<file path="src/rtl/hse_pkg.sv">
package hse_pkg;
  typedef enum logic [2:0] {
    S_IDLE,
    S_LOAD,
    S_FORCE_H,
    S_SETTLE_H,
    S_FORCE_L,
    S_SETTLE_L,
    S_DECIDE
  } hse_state_e;
endpackage

</file>
<file path="src/rtl/hse_timer.sv">
module hse_timer #(
  parameter int CNT_W = 8
) (
  input  logic             clk,
  input  logic             rst,
  input  logic             load,
  input  logic [CNT_W-1:0] len,
  output logic             expired
);
  logic [CNT_W-1:0] cnt;

  always_ff @(posedge clk) begin
    if (rst) begin
      cnt <= '0;
    end else if (load) begin
      cnt <= (len == '0) ? '0 : len - 1'b1;
    end else if (cnt != '0) begin
      cnt <= cnt - 1'b1;
    end
  end

  assign expired = (cnt == '0);
endmodule

</file>
<file path="src/rtl/hse_bounds.sv">
module hse_bounds #(
  parameter int CODE_W = 12
) (
  input  logic              clk,
  input  logic              rst,
  input  logic              init,
  input  logic              latch_trial,
  input  logic              raise_low,
  input  logic              lower_high,
  output logic [CODE_W-1:0] trial
);
  localparam logic [CODE_W:0] TOP = (CODE_W+1)'(1) << CODE_W;

  logic [CODE_W:0]   low_q, high_q;
  logic [CODE_W-1:0] mid;

  assign mid = CODE_W'((low_q + high_q) >> 1);

  always_ff @(posedge clk) begin
    if (rst) begin
      low_q  <= '0;
      high_q <= TOP;
      trial  <= '0;
    end else begin
      if (init) begin
        low_q  <= '0;
        high_q <= TOP;
      end else begin
        if (raise_low)  low_q  <= {1'b0, trial};
        if (lower_high) high_q <= {1'b0, trial};
      end
      if (latch_trial) trial <= mid;
    end
  end
endmodule

</file>
<file path="src/rtl/hse_ctrl.sv">
module hse_ctrl
  import hse_pkg::*;
#(
  parameter int CODE_W = 12,
  parameter int CNT_W  = 8
) (
  input  logic             clk,
  input  logic             rst,
  input  logic             start,
  input  logic [CNT_W-1:0] force_len,
  input  logic [CNT_W-1:0] settle_len,
  input  logic             cmp_in,
  input  logic             tmr_expired,
  output logic             tmr_load,
  output logic [CNT_W-1:0] tmr_len,
  output logic             bnd_init,
  output logic             bnd_latch,
  output logic             bnd_raise_low,
  output logic             bnd_lower_high,
  output logic             pull_up,
  output logic             pull_down,
  output logic             sample_en,
  output logic             done,
  output logic             bif_found,
  output logic             sig_err
);
  localparam int STEP_W = $clog2(CODE_W + 1);
  localparam logic [STEP_W-1:0] LAST_STEP = STEP_W'(CODE_W - 1);

  hse_state_e        state, state_n;
  logic [STEP_W-1:0] step_q;
  logic              oh_q, ol_q;
  logic              finish, finish_bif, finish_err;

  always_comb begin
    state_n        = state;
    tmr_load       = 1'b0;
    bnd_init       = 1'b0;
    bnd_latch      = 1'b0;
    bnd_raise_low  = 1'b0;
    bnd_lower_high = 1'b0;
    finish         = 1'b0;
    finish_bif     = 1'b0;
    finish_err     = 1'b0;
    unique case (state)
      S_IDLE: if (start) begin
        bnd_init = 1'b1;
        state_n  = S_LOAD;
      end
      S_LOAD: begin
        bnd_latch = 1'b1;
        tmr_load  = 1'b1;
        state_n   = S_FORCE_H;
      end
      S_FORCE_H: if (tmr_expired) begin
        tmr_load = 1'b1;
        state_n  = S_SETTLE_H;
      end
      S_SETTLE_H: if (tmr_expired) begin
        tmr_load = 1'b1;
        state_n  = S_FORCE_L;
      end
      S_FORCE_L: if (tmr_expired) begin
        tmr_load = 1'b1;
        state_n  = S_SETTLE_L;
      end
      S_SETTLE_L: if (tmr_expired) state_n = S_DECIDE;
      S_DECIDE: begin
        unique case ({oh_q, ol_q})
          2'b10: begin
            finish     = 1'b1;
            finish_bif = 1'b1;
          end
          2'b01: begin
            finish     = 1'b1;
            finish_err = 1'b1;
          end
          2'b11: begin
            bnd_raise_low = 1'b1;
            finish        = (step_q == LAST_STEP);
          end
          default: begin
            bnd_lower_high = 1'b1;
            finish         = (step_q == LAST_STEP);
          end
        endcase
        state_n = finish ? S_IDLE : S_LOAD;
      end
      default: state_n = S_IDLE;
    endcase
  end

  assign tmr_len   = (state == S_LOAD || state == S_SETTLE_H) ? force_len : settle_len;
  assign pull_up   = (state == S_FORCE_H);
  assign pull_down = (state == S_FORCE_L);
  assign sample_en = (state == S_SETTLE_H || state == S_SETTLE_L) && tmr_expired;

  always_ff @(posedge clk) begin
    if (rst) begin
      state     <= S_IDLE;
      step_q    <= '0;
      oh_q      <= 1'b0;
      ol_q      <= 1'b0;
      done      <= 1'b0;
      bif_found <= 1'b0;
      sig_err   <= 1'b0;
    end else begin
      state <= state_n;
      done  <= finish;
      if (bnd_init) step_q <= '0;
      else if (state == S_DECIDE && !finish) step_q <= step_q + 1'b1;
      if (state == S_SETTLE_H && tmr_expired) oh_q <= cmp_in;
      if (state == S_SETTLE_L && tmr_expired) ol_q <= cmp_in;
      if (finish) bif_found <= finish_bif;
      if (finish_err) sig_err <= 1'b1;
    end
  end
endmodule

</file>
<file path="src/rtl/hse_search_engine.sv">
module hse_search_engine #(
  parameter int CODE_W = 12,
  parameter int CNT_W  = 8
) (
  input  logic              clk,
  input  logic              rst,
  input  logic              start,
  input  logic [CNT_W-1:0]  force_len,
  input  logic [CNT_W-1:0]  settle_len,
  input  logic              cmp_in,
  output logic [CODE_W-1:0] dac_code,
  output logic              pull_up,
  output logic              pull_down,
  output logic              sample_en,
  output logic              done,
  output logic              bif_found,
  output logic              sig_err
);
  logic             tmr_load, tmr_expired;
  logic [CNT_W-1:0] tmr_len;
  logic             bnd_init, bnd_latch, bnd_raise_low, bnd_lower_high;

  hse_timer #(.CNT_W(CNT_W)) u_timer (
    .clk(clk), .rst(rst), .load(tmr_load), .len(tmr_len), .expired(tmr_expired)
  );

  hse_bounds #(.CODE_W(CODE_W)) u_bounds (
    .clk(clk), .rst(rst), .init(bnd_init), .latch_trial(bnd_latch),
    .raise_low(bnd_raise_low), .lower_high(bnd_lower_high), .trial(dac_code)
  );

  hse_ctrl #(.CODE_W(CODE_W), .CNT_W(CNT_W)) u_ctrl (
    .clk(clk), .rst(rst), .start(start), .force_len(force_len),
    .settle_len(settle_len), .cmp_in(cmp_in), .tmr_expired(tmr_expired),
    .tmr_load(tmr_load), .tmr_len(tmr_len), .bnd_init(bnd_init),
    .bnd_latch(bnd_latch), .bnd_raise_low(bnd_raise_low),
    .bnd_lower_high(bnd_lower_high), .pull_up(pull_up), .pull_down(pull_down),
    .sample_en(sample_en), .done(done), .bif_found(bif_found), .sig_err(sig_err)
  );
endmodule

</file>
<file path="config.mk">
export PLATFORM = sky130hd
export DESIGN_NAME = hse_search_engine
export DESIGN_NICKNAME = d
export VERILOG_FILES = /design/src/rtl/hse_pkg.sv /design/src/rtl/hse_timer.sv /design/src/rtl/hse_bounds.sv /design/src/rtl/hse_ctrl.sv /design/src/rtl/hse_search_engine.sv
export SDC_FILE = /design/constraint.sdc
export NUM_CORES = 1
export LEC_CHECK = 0
export CORE_ASPECT_RATIO = 0.6
export CORE_UTILIZATION = 25
export CTS_CLUSTER_SIZE = 25
export DETAILED_ROUTE_END_ITERATION = 10
export SLEW_MARGIN = 15
export SYNTH_ARGS = -nofsm -noshare
export SYNTH_HDL_FRONTEND = slang
export SYNTH_HIERARCHICAL = 1
export SYNTH_SLANG_ARGS = --single-unit
</file>
<file path="constraint.sdc">
create_clock -name clk -period 3.6 [get_ports clk]
set_clock_uncertainty 0.05 [all_clocks]
set_input_delay 0.72 -clock clk [delete_from_list [all_inputs] [get_ports clk]]
set_output_delay 0.72 -clock clk [all_outputs]
set_load 0.02 [all_outputs]
</file>
### Word-level counts from Yosys, hierarchy flattened

Index checks and enable logic that the tools add are counted.

* flip-flop bits (word level): 57
* logic and storage cells: 74
* input port bits: 20
* output and inout port bits: 18

* reductions and logical operators: 17
* equal/unequal tests: 15
* multiplexer cells: 27
* add/sub/neg operators: 4

Operator list (number)
* 2-to-1 mux 8 bit: 4
* case mux 3 bit (7 select lines): 1
* logical NOT 8 bit: 2
* 2-to-1 mux 1 bit: 16
* subtractor 8 x 1 -> 8 bit, second input constant: 2
* 2-to-1 mux 3 bit: 5
* adder 12 x 13 -> 13 bit: 1
* == test 3 bit, second input constant: 3
* inequality test 2 x 1 -> 1 bit, second input constant: 4
* nonzero test 8 bit: 1
* == test 3 x 2 -> 1 bit, second input constant: 2
* OR reduction 3 bit: 2
* AND reduction 5 bit: 1
* adder 4 x 1 -> 4 bit, second input constant: 1
* == test 2 bit, second input constant: 2
* == test 4 bit, second input constant: 1
* logical AND 1 bit: 4
* OR reduction 2 bit: 2
* == test 3 x 1 -> 1 bit, second input constant: 1
* logical NOT 3 bit: 1
* == test 2 x 1 -> 1 bit, second input constant: 1
* logical OR 1 bit: 2
* inequality test 2 bit, second input constant: 1
* case mux 1 bit (2 select lines): 1
* other kinds (2): 2

### Depth between registers and ports, before layout

Gate-level depths: netlist of run 1.

* depth after elaboration: 7
* gate-level depth with buffers: 12
* gate-level depth less buffers: 11

### Cells and area by module

Netlist of run 1, hierarchy kept.

By module, submodules not included
* hse_bounds: times used 1, area each 1809.2 µm², sequential area each 740.7 µm², cells an instance 197
* hse_ctrl: times used 1, area each 865.8 µm², sequential area each 240.2 µm², cells an instance 97
* hse_timer: times used 1, area each 601.8 µm², sequential area each 160.2 µm², cells an instance 72

### Worst setup path before layout of run 1

Ideal clock, no wire load.

* path type: flip-flop to flip-flop
* start: register u_timer.cnt[0]
* end: register u_timer.cnt[3]
* path buffers: 1
* clock period less this slack: 2.893 ns
* required time: 3.476 ns
* slack: 0.707 ns
* arrival: 2.769 ns
* cell stages (with the launch flop): 13
* setup time: 0.074 ns
* cell sequence: dfxtp_1 inv_1 ha_1 nor3b_1 nand2_1 inv_1 clkbuf_1 mux2i_1 o22ai_1 inv_1 a31o_2 or2_2 o21ai_0

* cells in the longest elaborated chain, start to end: 4
* elaborated cells on any way between the ends: 8
* classes of those cells: add/sub (1); mux (4); reduce/logical (3)

Ends and longest elaborated chain
* start: declaration: line hse_timer.sv:10 `logic [CNT_W-1:0] cnt;`
* start signal: assignment: line hse_timer.sv:16 `cnt <= (len == '0) ? '0 : len - 1'b1;`
* start signal: assignment: line hse_timer.sv:18 `cnt <= cnt - 1'b1;`
* logical NOT 8 bit *: line hse_timer.sv:22 `assign expired = (cnt == '0);`
* named net tmr_expired: line hse_search_engine.sv:19 `logic tmr_load, tmr_expired;`
* 2-to-1 mux 1 bit *: line hse_ctrl.sv:55, hse_ctrl.sv:59, hse_ctrl.sv:63
* case mux 1 bit (2 select lines) *: line hse_ctrl.sv:45 `unique case (state)`
* named net tmr_load: line hse_search_engine.sv:19
* 2-to-1 mux 8 bit or nonzero test 2 bit (tied branches)

Mark *: on every way through the listed nets, which the timed path passes. The rest lies on a longest branch. The select of a mux whose other input is x is not followed.
A chain may end at the register's enable or synchronous reset.

### Worst setup path after layout of run 1

* start: register u_timer.cnt[1]
* end: output sample_en

* cells in the longest elaborated chain, start to end: 2

Ends and longest elaborated chain
* logical NOT 8 bit: line hse_timer.sv:22
* named net tmr_expired: line hse_search_engine.sv:19
* logical AND 1 bit: line hse_ctrl.sv:96 `assign sample_en = (state == S_SETTLE_H || state == S_SETTLE_L) && tmr_expired;`
* end: declaration: line hse_search_engine.sv:14 `output logic sample_en,`

The timed path passes the listed nets, and every way through them passes these cells.

==> metrics, run 1 <==
Buf/Inv on CP=4; Pins Over Slew Limit=0; Max VDD drop=0.211 mV; RSZ-0062 raised after global routing=false; Routed WL=roughly 7.6 mm; Slew @ Worst Pin=0.911 ns; Cell Chain, Critical Path=inv_1 -> ha_1 -> nor3b_1 -> buf_4 -> nand2_1 -> inv_1 -> nand2_1 -> a21oi_1 -> clkdlybuf4s50_1; CTS tree=done; Tot Pwr=2.19 mW; sequential share of the synthesized area=34.8%; Routed Antenna Nets=0; post-DP HPWL=5.53 mm; achievable frequency=306 MHz; PnR worst setup slack=0.337 ns; Longest Clk Path Bufs=2; worst skew pair latency=approximately 0.32 ns; synthesized area=3280 µm²; Sequential cell area=1140 µm²; gr usage total=roughly an eighth; HP Class=flop to flop; Setup Crit Path Kind=flop to output port; Setup TNS=0 ns; buffer count from post-CTS setup fixing=0; initial antenna violation count=0; multi-input logic area=~2000 µm²; Starting DRT DRC Count=160; critical path fanouts, max=10; #FFs+latches synth=57; Port Buf Inserts=37; Slew headroom=approximately 40%; final RePlAce weighted congestion=0.810; root buf cell=clkbuf_16; Worst setup EP type=output port; largest net degree at the start of global routing=31; Avg Vias per Cell=between 4 and 5; number of distinct library cells after synthesis=between 50 and 60; initial core utilization=about a quarter; Primary FF master, synth=dfxtp_1; vias in the first global route=2640; top cells by area, synth=dfxtp_1 35%, mux2i_1 10%, ha_1 7.3%; top-count cell post-synth=dfxtp_1; # H-tree levels=3; period utilisation layout=90.6%; CP required=approximately 2.8 ns; I/O Pins=38; DRT Pass-1 Iters=4; Top delay family on crit path=buffers and inverters; total number of vias=2750; syn_nets=406; TritonCTS Buffers=9; cells after synthesis=366; minimum clock period=3.26 ns; Worst-path clk slew=0.05 ns; global route overflow=0; async set-reset flop share out of synthesis=0%; first-pass GRT wire length=13.1 mm; status=complete, no violations; average cell area after synthesis=slightly below 9 µm²; Antenna diodes=0; clk sinks=57; Synth top cells by count=57 x dfxtp_1, 46 x nor2_1, 34 x mux2i_1; cts hold-fix bufs=0; Leak=roughly 1.6 nW; synth warn=6; Setup Viol. Count Final=0; Max stage delay on crit path=0.62 ns; pre-CTS WS=0.684 ns; Die Y=90.7 µm; Worst Setup Start Kind=flop; area of the core=approximately 12000 µm²; Post-synth EDFFs=0; wire per inst=about 13 µm; Final Hold Fails=0; final net count=443; Area growth syn-to-layout=24.6%; cell taking the most area after synthesis=dfxtp_1; num rows=31; remaining design rule violation count=0; DIE AREA=13600 µm²; post_cts resized=0; Max Cap Viol=0; critical path's slowest cell=clkdlybuf4s50_1; Pwr Density=536 nW/µm²; Layout fillers=1288; die width=approximately 150 µm; layout cells sized above 1=9.34%; worst endpoint data arrival time=2.49 ns; Yosys top cell area share=between 30% and 40%
==> power by group <==
part	total, mW	switching [mW]	internal, mW	leakage (nW)
sequential	0.768	0.0855	0.682	0.462
clock	0.747	0.273	0.474	0.135
combinational	0.675	0.353	0.322	0.958
==> metrics by stage <==
stage                     area [µm²]  instances  hold WS (ns)  util, %
final                           4080        572         0.441     32.9
after global routing            4080        572         0.474     32.9
after CTS                       4080        572         0.440     32.9
after floorplan                 3280        366         0.400        -
after global placement          3820        557         0.423     30.8
after detailed placement        3820        557         0.429     30.8
==> cells in the final DEF (no fill, tap or decap), types with 5 or more instances in the layout <==
| cell | n |
|---|---|
| o22ai_1 | 5 |
| dfxtp_1 | 57 |
| mux2i_1 | 34 |
| a21oi_1 | 21 |
| mux2_2 | 8 |
| nor3b_1 | 5 |
| a21o_1 | 5 |
| nand2_1 | 20 |
| nand3b_1 | 5 |
| nand2b_1 | 12 |
| xor2_1 | 6 |
| o21ai_0 | 9 |
| inv_1 | 15 |
| a211oi_1 | 5 |
| xnor2_1 | 8 |
| ha_1 | 19 |
| nor3_1 | 7 |
| nor2_1 | 46 |
| clkdlybuf4s50_1 | 37 |
| clkbuf_16 | 9 |
==> logic make-up after synthesis <==
kind of cell / share of synthesized area, %
compound gates: 15.1
mux: 13.1
buf+inv: 3.67
fa+ha+maj: 7.87
simple gates: 21.6
xor+xnor: 3.74
flops: 34.8
==> layout make-up <==
class	count	share of cell area, %
clock buffer	11	5.95
clock inverter	4	0.490
inverter	15	1.38
multi-input combinational	279	49.4
sequential	57	27.9
tap	165	5.06
timing repair buffer	41	9.81
==> final timing paths <==
check                 startpoint             endpoint  slack, ns  cells past startpoint
max               u_timer/cnt[1]            sample_en       0.34                      9
min          u_bounds/high_q[12]  u_bounds/high_q[12]       0.44                      1
max reg2reg       u_timer/cnt[1]       u_timer/cnt[6]       0.82                     13
min reg2reg  u_bounds/high_q[12]  u_bounds/high_q[12]       0.44                      1
==> registers in the layout (all words and copies together), names as in the netlist <==
signal            count
u_bounds/low_q       12
u_bounds/trial       12
u_ctrl/sig_err        1
u_bounds/high_q      13
u_ctrl/state          3
u_ctrl/step_q         4
u_ctrl/oh_q           1
u_timer/cnt           8
u_ctrl/done           1
u_ctrl/bif_found      1
u_ctrl/ol_q           1
==> routing by layer <==
layer	global-route usage (%)	part of all wire [%]	up-vias
met4	4.04	1.2	0
met1	16.6	50	1295
met2	18.3	44	61
li1	-	-	1387
met3	3.69	5.4	7
met5	0	0	-
==> worst reg2reg max path, stage by stage, from the launching register on <==
cell	delay, ns
dfxtp_1	0.32
inv_1	0.09
ha_1	0.18
nor3b_1	0.19
buf_4	0.17
nand2_1	0.08
inv_1	0.25
mux2i_1	0.12
o22ai_1	0.19
buf_4	0.17
inv_1	0.12
a31o_2	0.28
or2_2	0.32
o32ai_1	0.14
Note: power is estimated with default switching activity, not from simulation.
==> inputs of run 2 (changes only) <==
- GPL_ROUTABILITY_DRIVEN: not set -> 0
==> results of run 2 <==
Same layout as run 1: the final DEF is identical, and so are final timing and power.
